### src/rtl/bws_pkg.sv
package bws_pkg;
  localparam int DWORD_BITS = 64;
  localparam int WORD_BITS  = 32;
  localparam int LANE_BYTES = 8;

  typedef enum logic [1:0] {
    SQ_IDLE = 2'd0,
    SQ_LOAD = 2'd1,
    SQ_RUN  = 2'd2
  } seq_state_e;
endpackage

### src/rtl/bws_req_store.sv
module bws_req_store #(
  parameter int AW    = 32,
  parameter int BEATS = 4,
  localparam int BW   = (BEATS > 1) ? $clog2(BEATS) : 1
) (
  input  logic                                 clk,
  input  logic                                 rst,
  input  logic                                 capture,
  input  logic                                 in_burst,
  input  logic [AW-1:0]                        in_addr,
  input  logic [7:0]                           in_mask,
  input  logic [bws_pkg::DWORD_BITS*BEATS-1:0] in_data,
  input  logic [BW-1:0]                        rd_beat,
  output logic [AW-1:0]                        base_addr,
  output logic [7:0]                           mask,
  output logic [bws_pkg::DWORD_BITS-1:0]       rd_data
);
  logic [bws_pkg::DWORD_BITS-1:0] beat_mem [BEATS];

  for (genvar b = 0; b < BEATS; b++) begin : g_mem
    always_ff @(posedge clk) begin
      if (capture) beat_mem[b] <= in_data[b*bws_pkg::DWORD_BITS +: bws_pkg::DWORD_BITS];
    end
  end

  always_ff @(posedge clk) begin
    if (rst) begin
      base_addr <= '0;
      mask      <= '0;
    end else if (capture) begin
      base_addr <= in_addr & ~AW'(7);
      mask      <= in_burst ? 8'hFF : in_mask;
    end
  end

  assign rd_data = beat_mem[rd_beat];
endmodule

### src/rtl/bws_phase_seq.sv
module bws_phase_seq #(
  parameter int BEATS = 4,
  localparam int BW   = (BEATS > 1) ? $clog2(BEATS) : 1
) (
  input  logic          clk,
  input  logic          rst,
  input  logic          start,
  input  logic          in_burst,
  input  logic [7:0]    in_mask,
  input  logic          wide_en,
  input  logic          hs,
  input  logic          wide_ack,
  output logic          idle,
  output logic          load,
  output logic          finish,
  output logic [BW-1:0] nxt_beat,
  output logic          nxt_half,
  output logic          nxt_wide
);
  import bws_pkg::*;

  localparam logic [BW-1:0] LAST_BEAT = BW'(BEATS - 1);

  seq_state_e    st;
  logic [BW-1:0] cur_beat;
  logic          cur_half;
  logic          cur_wide;
  logic          s_burst;
  logic          s_hi;

  logic [BW-1:0] adv_beat;
  logic          adv_half;
  logic          adv_wide;
  logic          adv_last;
  logic          in_lo_need;
  logic          in_hi_need;

  assign in_hi_need = in_burst | (|in_mask[7:4]);
  assign in_lo_need = in_burst | (|in_mask[3:0]) | ~(|in_mask[7:4]);

  always_comb begin
    adv_beat = cur_beat;
    adv_half = cur_half;
    adv_wide = cur_wide;
    adv_last = 1'b0;
    if (cur_wide) begin
      if (wide_ack) begin
        adv_beat = cur_beat + BW'(1);
        adv_half = 1'b0;
        adv_last = (cur_beat == LAST_BEAT);
      end else begin
        adv_half = 1'b1;
        adv_wide = 1'b0;
      end
    end else if (!cur_half && s_hi) begin
      adv_half = 1'b1;
    end else begin
      adv_beat = cur_beat + BW'(1);
      adv_half = 1'b0;
      adv_last = !s_burst || (cur_beat == LAST_BEAT);
    end
  end

  assign idle     = (st == SQ_IDLE);
  assign load     = (st == SQ_LOAD) || ((st == SQ_RUN) && hs && !adv_last);
  assign finish   = (st == SQ_RUN) && hs && adv_last;
  assign nxt_beat = (st == SQ_LOAD) ? cur_beat : adv_beat;
  assign nxt_half = (st == SQ_LOAD) ? cur_half : adv_half;
  assign nxt_wide = (st == SQ_LOAD) ? cur_wide : adv_wide;

  always_ff @(posedge clk) begin
    if (rst) begin
      st       <= SQ_IDLE;
      cur_beat <= '0;
      cur_half <= 1'b0;
      cur_wide <= 1'b0;
      s_burst  <= 1'b0;
      s_hi     <= 1'b0;
    end else begin
      case (st)
        SQ_IDLE: if (start) begin
          st       <= SQ_LOAD;
          cur_beat <= '0;
          cur_half <= ~in_lo_need;
          cur_wide <= in_burst & wide_en;
          s_burst  <= in_burst;
          s_hi     <= in_hi_need;
        end
        SQ_LOAD: st <= SQ_RUN;
        SQ_RUN: begin
          if (finish) st <= SQ_IDLE;
          else if (hs) begin
            cur_beat <= adv_beat;
            cur_half <= adv_half;
            cur_wide <= adv_wide;
          end
        end
        default: st <= SQ_IDLE;
      endcase
    end
  end
endmodule

### src/rtl/bws_phase_fmt.sv
module bws_phase_fmt #(
  parameter int AW    = 32,
  parameter int BEATS = 4,
  localparam int BW   = (BEATS > 1) ? $clog2(BEATS) : 1
) (
  input  logic [BW-1:0]                  beat,
  input  logic                           half,
  input  logic                           wide,
  input  logic [AW-1:0]                  base_addr,
  input  logic [7:0]                     mask,
  input  logic [bws_pkg::DWORD_BITS-1:0] word_in,
  output logic [AW-1:0]                  addr,
  output logic [7:0]                     be_n,
  output logic [bws_pkg::DWORD_BITS-1:0] data
);
  import bws_pkg::*;

  always_comb begin
    addr = base_addr + (AW'(beat) << 3) + (AW'(half) << 2);
    if (wide) begin
      be_n = ~mask;
      data = word_in;
    end else if (half) begin
      be_n = {4'hF, ~mask[7:4]};
      data = {{WORD_BITS{1'b0}}, word_in[DWORD_BITS-1:WORD_BITS]};
    end else begin
      be_n = {4'hF, ~mask[3:0]};
      data = {{WORD_BITS{1'b0}}, word_in[WORD_BITS-1:0]};
    end
  end
endmodule

### src/rtl/bus_width_splitter.sv
module bus_width_splitter #(
  parameter int AW    = 32,
  parameter int BEATS = 4,
  localparam int BW   = (BEATS > 1) ? $clog2(BEATS) : 1
) (
  input  logic                                 clk,
  input  logic                                 rst,
  input  logic                                 cfg_wide_en,
  input  logic                                 req_valid,
  output logic                                 req_ready,
  input  logic                                 req_burst,
  input  logic [AW-1:0]                        req_addr,
  input  logic [7:0]                           req_mask,
  input  logic [bws_pkg::DWORD_BITS*BEATS-1:0] req_data,
  input  logic                                 tgt_ready,
  input  logic                                 tgt_wide_ack,
  output logic                                 ph_valid,
  output logic                                 ph_wide,
  output logic [AW-1:0]                        ph_addr,
  output logic [7:0]                           ph_be_n,
  output logic [bws_pkg::DWORD_BITS-1:0]       ph_data
);
  import bws_pkg::*;

  logic                  accept;
  logic                  hs;
  logic                  load;
  logic                  finish;
  logic                  idle;
  logic [BW-1:0]         nxt_beat;
  logic                  nxt_half;
  logic                  nxt_wide;
  logic [AW-1:0]         base_addr;
  logic [7:0]            mask_q;
  logic [DWORD_BITS-1:0] beat_word;
  logic [AW-1:0]         f_addr;
  logic [7:0]            f_be_n;
  logic [DWORD_BITS-1:0] f_data;

  assign req_ready = idle;
  assign accept    = req_valid && idle;
  assign hs        = ph_valid && tgt_ready;

  bws_req_store #(.AW(AW), .BEATS(BEATS)) u_store (
    .clk       (clk),
    .rst       (rst),
    .capture   (accept),
    .in_burst  (req_burst),
    .in_addr   (req_addr),
    .in_mask   (req_mask),
    .in_data   (req_data),
    .rd_beat   (nxt_beat),
    .base_addr (base_addr),
    .mask      (mask_q),
    .rd_data   (beat_word)
  );

  bws_phase_seq #(.BEATS(BEATS)) u_seq (
    .clk      (clk),
    .rst      (rst),
    .start    (accept),
    .in_burst (req_burst),
    .in_mask  (req_mask),
    .wide_en  (cfg_wide_en),
    .hs       (hs),
    .wide_ack (tgt_wide_ack),
    .idle     (idle),
    .load     (load),
    .finish   (finish),
    .nxt_beat (nxt_beat),
    .nxt_half (nxt_half),
    .nxt_wide (nxt_wide)
  );

  bws_phase_fmt #(.AW(AW), .BEATS(BEATS)) u_fmt (
    .beat      (nxt_beat),
    .half      (nxt_half),
    .wide      (nxt_wide),
    .base_addr (base_addr),
    .mask      (mask_q),
    .word_in   (beat_word),
    .addr      (f_addr),
    .be_n      (f_be_n),
    .data      (f_data)
  );

  always_ff @(posedge clk) begin
    if (rst) begin
      ph_valid <= 1'b0;
      ph_wide  <= 1'b0;
      ph_addr  <= '0;
      ph_be_n  <= '1;
      ph_data  <= '0;
    end else if (load) begin
      ph_valid <= 1'b1;
      ph_wide  <= nxt_wide;
      ph_addr  <= f_addr;
      ph_be_n  <= f_be_n;
      ph_data  <= f_data;
    end else if (finish) begin
      ph_valid <= 1'b0;
      ph_wide  <= 1'b0;
    end
  end
endmodule

### config.mk
export PLATFORM = sky130hd
export DESIGN_NAME = bus_width_splitter
export DESIGN_NICKNAME = d
export VERILOG_FILES = /design/src/rtl/bws_pkg.sv /design/src/rtl/bws_req_store.sv /design/src/rtl/bws_phase_seq.sv /design/src/rtl/bws_phase_fmt.sv /design/src/rtl/bus_width_splitter.sv
export SDC_FILE = /design/constraint.sdc
export NUM_CORES = 1
export LEC_CHECK = 0
export BUFFER_PORTS_ARGS = -buffer_cell sky130_fd_sc_hd__buf_2
export CELL_PAD_IN_SITES_DETAIL_PLACEMENT = 0
export CELL_PAD_IN_SITES_GLOBAL_PLACEMENT = 1
export CORE_MARGIN = 1.5
export CORE_UTILIZATION = 44
export DETAILED_ROUTE_END_ITERATION = 16
export PLACE_DENSITY = 0.86
export SKIP_CTS_REPAIR_TIMING = 1
export SYNTH_ARGS = -nofsm -noshare
export SYNTH_HDL_FRONTEND = slang
export SYNTH_SLANG_ARGS = --single-unit
### constraint.sdc
create_clock -name clk -period 27.1 [get_ports clk]
set_clock_uncertainty 0.1 [all_clocks]
set_input_delay 4.065 -clock clk [delete_from_list [all_inputs] [get_ports clk]]
set_output_delay 4.065 -clock clk [all_outputs]
set_load 0.03 [all_outputs]
==> results_dict.tcl <==
set metrics [dict create \
    syn-instance-count 1614 \
    overflow 0 \
    register_area_sq_um 10700 \
    clk_pin_slew_ns 0.06 \
    r2r_start "u_seq.cur_beat[1]" \
    postRouteAntennaNets 0 \
    arrival_ns 7.16 \
    ir_drop_mv 0.0513 \
    grt_max_degree 168 \
    yosysWarnings 0 \
    synth_top_family_by_area "simple AND/OR/NAND/NOR gates" \
    die_h_microns 210 \
    setup_violations 0 \
    timing.final.crit_period_ns 6.84 \
    dr.pass1.iters 6 \
    ff2ff_path_depth 9 \
    via_per_inst 5.94 \
    p_leak_uw 0.00810 \
    clockBufferDepth 3 \
    drive_gt1_share_pct 29.1 \
    grt_use_total_pct 24.7 \
    relSlewSlack_pct 31.3 \
    startpoint_type "input port" \
    synth_cell_types 49 \
    pwr_density_cell_nw_per_um2 69.2 \
    critPathCaptureType "flip-flop" \
    synthMuxAreaShare_pct 9.61 \
    cts.htree.levels 2 \
    seq_area_frac_synth_pct 56.7 \
    maxCapViolations 0 \
    slowest_delay_ns 0.60 \
    min_path_type "flip-flop to flip-flop" \
    finalNetCount 2229 \
    place_congestion 0.847 \
    critPathSlowestCell "buf_4" \
    fmax_mhz 146 \
    r2r_slack_ns 22.92 \
    rows 75 \
    die_area_sq_um 44000 \
    synth_edf_count 256 \
    synth_fa_ha_area_share_pct 0.306 \
    die_w_microns 210 \
    num_io_pins 410 \
    synth_seq_cells 405 \
    initial_utilization_pct 44.7 \
    synth_top_area_share_pct 40.9 \
    multi_input_area_sq_um 7540 \
    avgRoutedWirePerCell_microns 22.2 \
    dr.first_iter.drc_count 1417 \
    synthTopCellsByArea "edfxtp_1, dfxtp_1, mux4_2" \
    synth_commonest_cells "edfxtp_1, nand2_1, dfxtp_1, clkbuf_1, a21oi_1" \
    grt_pass1_vias 14500 \
    hold_path_startpoint "ph_data[33]" \
    synth.most_common_cell "edfxtp_1" \
    final_max_slew_viol_count 0 \
    core_sq_um 42000 \
    drc 0 \
    worst_pin_slew_ns 1.03 \
    rsz0062_at_grt "no" \
    portBuffers 404 \
    worstSetupPathType "input port to flip-flop" \
    crit_fanout 63 \
    wl_microns 55700 \
    grt_pass1_wl_microns 83300 \
    synth-xor-area-share_pct 1.26 \
    hpwlAfterDp_microns 35700 \
    yosysTopAreaCell "edfxtp_1" \
    root_buffer "clkbuf_16" \
    hold_violations 0 \
    r2r-end "ph_addr[29]" \
    synth_compound_area_share_pct 12.8 \
    timing.final.crit_share_pct 25.2 \
    syn_area_sq_um 18800 \
    min_path_cells 2 \
    cts.sinks 405 \
    required_ns 27.42 \
    hold_end "ph_data[33]" \
    syn_avg_cell_area_sq_um 11.6 \
    fin_util_pct 53.8 \
    cts_tree "yes" \
    async_flop_share_pct 0 \
    fin_hold_ws_ns 0.352 \
    status "finished clean" \
    numCtsBuffers 43 \
    path_cells "buf_2 -> nand2b_2 -> buf_4 -> nand4_1 -> nand2_1 -> ha_1 -> fa_1 -> nand3_1 -> nor4_1 -> xnor2_1 -> a21oi_1" \
    insertion_delay_ns 0.57 \
    synthFlopType "edfxtp_1" \
    antenna_found_initial 7 \
    setup_tns_ns 0 \
    syn2layout_area_growth_pct 20.3 \
    fill_cells 3606 \
    yosys.area_share.simple_pct 15.6 \
    vias 14900 \
]
==> flip-flops by register name (all words and copies together), names as in the netlist <==
register,cells
u_store.base_addr,29
u_seq.s_burst,1
ph_valid,1
u_store.mask,8
u_seq.cur_beat,2
u_store.beat_mem,256
ph_wide,1
u_seq.cur_wide,1
ph_data,64
ph_addr,30
u_seq.st,2
u_seq.s_hi,1
ph_be_n,8
u_seq.cur_half,1
==> cell type report <==
type,count,share of cell area (%)
antenna,7,0.0774
timing repair buffer,426,9.73
tap,539,2.98
multi-input combinational,1038,33.3
clock inverter,23,1.37
clock buffer,57,5.18
sequential,405,47.2
inverter,8,0.166
==> power by group <==
group          internal [uW]  switching (uW)
clock                    373             247
combinational           79.7             137
sequential               705            23.2
==> stage by stage <==
step | instances | total power, uW | cell area (sq um) | setup WS (ns)
global route | 2502 | 1620 | 22600 | 20.12
global placement | 2416 | 950 | 21100 | 19.76
finish | 2503 | 1560 | 22600 | 20.26
detailed placement | 2416 | 957 | 21100 | 19.73
floorplan | 1615 | 883 | 18800 | 14.89
CTS | 2496 | 1580 | 22600 | 20.32
==> critical path: cells and delay by family <==
| family | cells | cell delay [ns] |
|---|---|---|
| AND/OR/NAND/NOR | 5 | 1.56 |
| buffers and inverters | 2 | 0.78 |
| adder cells (fa/ha/maj) | 2 | 0.49 |
| XOR/XNOR | 1 | 0.17 |
| AO/OA/AOI/OAI | 1 | 0.08 |
==> placed cells by master (no fill, tap or decap), types with 3 or more instances in the layout <==
| cell | count |
|---|---|
| buf_2 | 403 |
| xnor2_1 | 19 |
| clkinv_1 | 6 |
| o21ai_0 | 33 |
| a311oi_1 | 63 |
| mux4_2 | 64 |
| bufinv_16 | 7 |
| xor2_1 | 8 |
| o211ai_1 | 35 |
| a32oi_1 | 60 |
| a21o_1 | 5 |
| nor2_1 | 34 |
| a211oi_1 | 8 |
| or4b_1 | 30 |
| or3_1 | 33 |
| mux2_1 | 4 |
| o31ai_1 | 3 |
| nor2b_1 | 3 |
| nand3_1 | 45 |
| clkbuf_16 | 45 |
| nand2b_1 | 61 |
| nor3_1 | 24 |
| o31a_1 | 3 |
| clkbuf_1 | 12 |
| buf_4 | 22 |
| mux2i_1 | 32 |
| and4_1 | 4 |
| edfxtp_1 | 256 |
| diode_2 | 7 |
| nand2_1 | 236 |
| a21oi_1 | 92 |
| clkinv_2 | 5 |
| dfxtp_1 | 147 |
| inv_1 | 5 |
| nand4_1 | 12 |
| o22a_1 | 30 |
| nor3b_1 | 4 |
| nor4_1 | 70 |
==> kinds of logic after synthesis <==
family                     count (synthesis)
xor gates and xnor gates                  27
buffers and inverters                    172
other                                      1
AOI/OAI and AO/OA                        338
and+or+nand+nor                          567
adders and majority gates                  4
muxes                                    100
DFF                                      405
==> routing by layer <==
metal	global-route usage, %	part of all wire (%)
met5	0	0.020
met4	11.4	4.1
met3	5.28	7.5
met2	41.1	49
met1	30.9	40
==> how the worst max path moves through the flow <==
stage,start,endpoint,depth (start not counted)
final,tgt_wide_ack,ph_addr[29],11
after global routing,tgt_wide_ack,ph_addr[29],11
after CTS,tgt_wide_ack,ph_addr[29],11
after detailed placement,tgt_wide_ack,ph_addr[29],11
after global placement,tgt_wide_ack,ph_addr[31],11
after floorplan,req_valid,u_store.beat_mem[0][0],3
No activity file was read; power rests on OpenSTA's default activity.
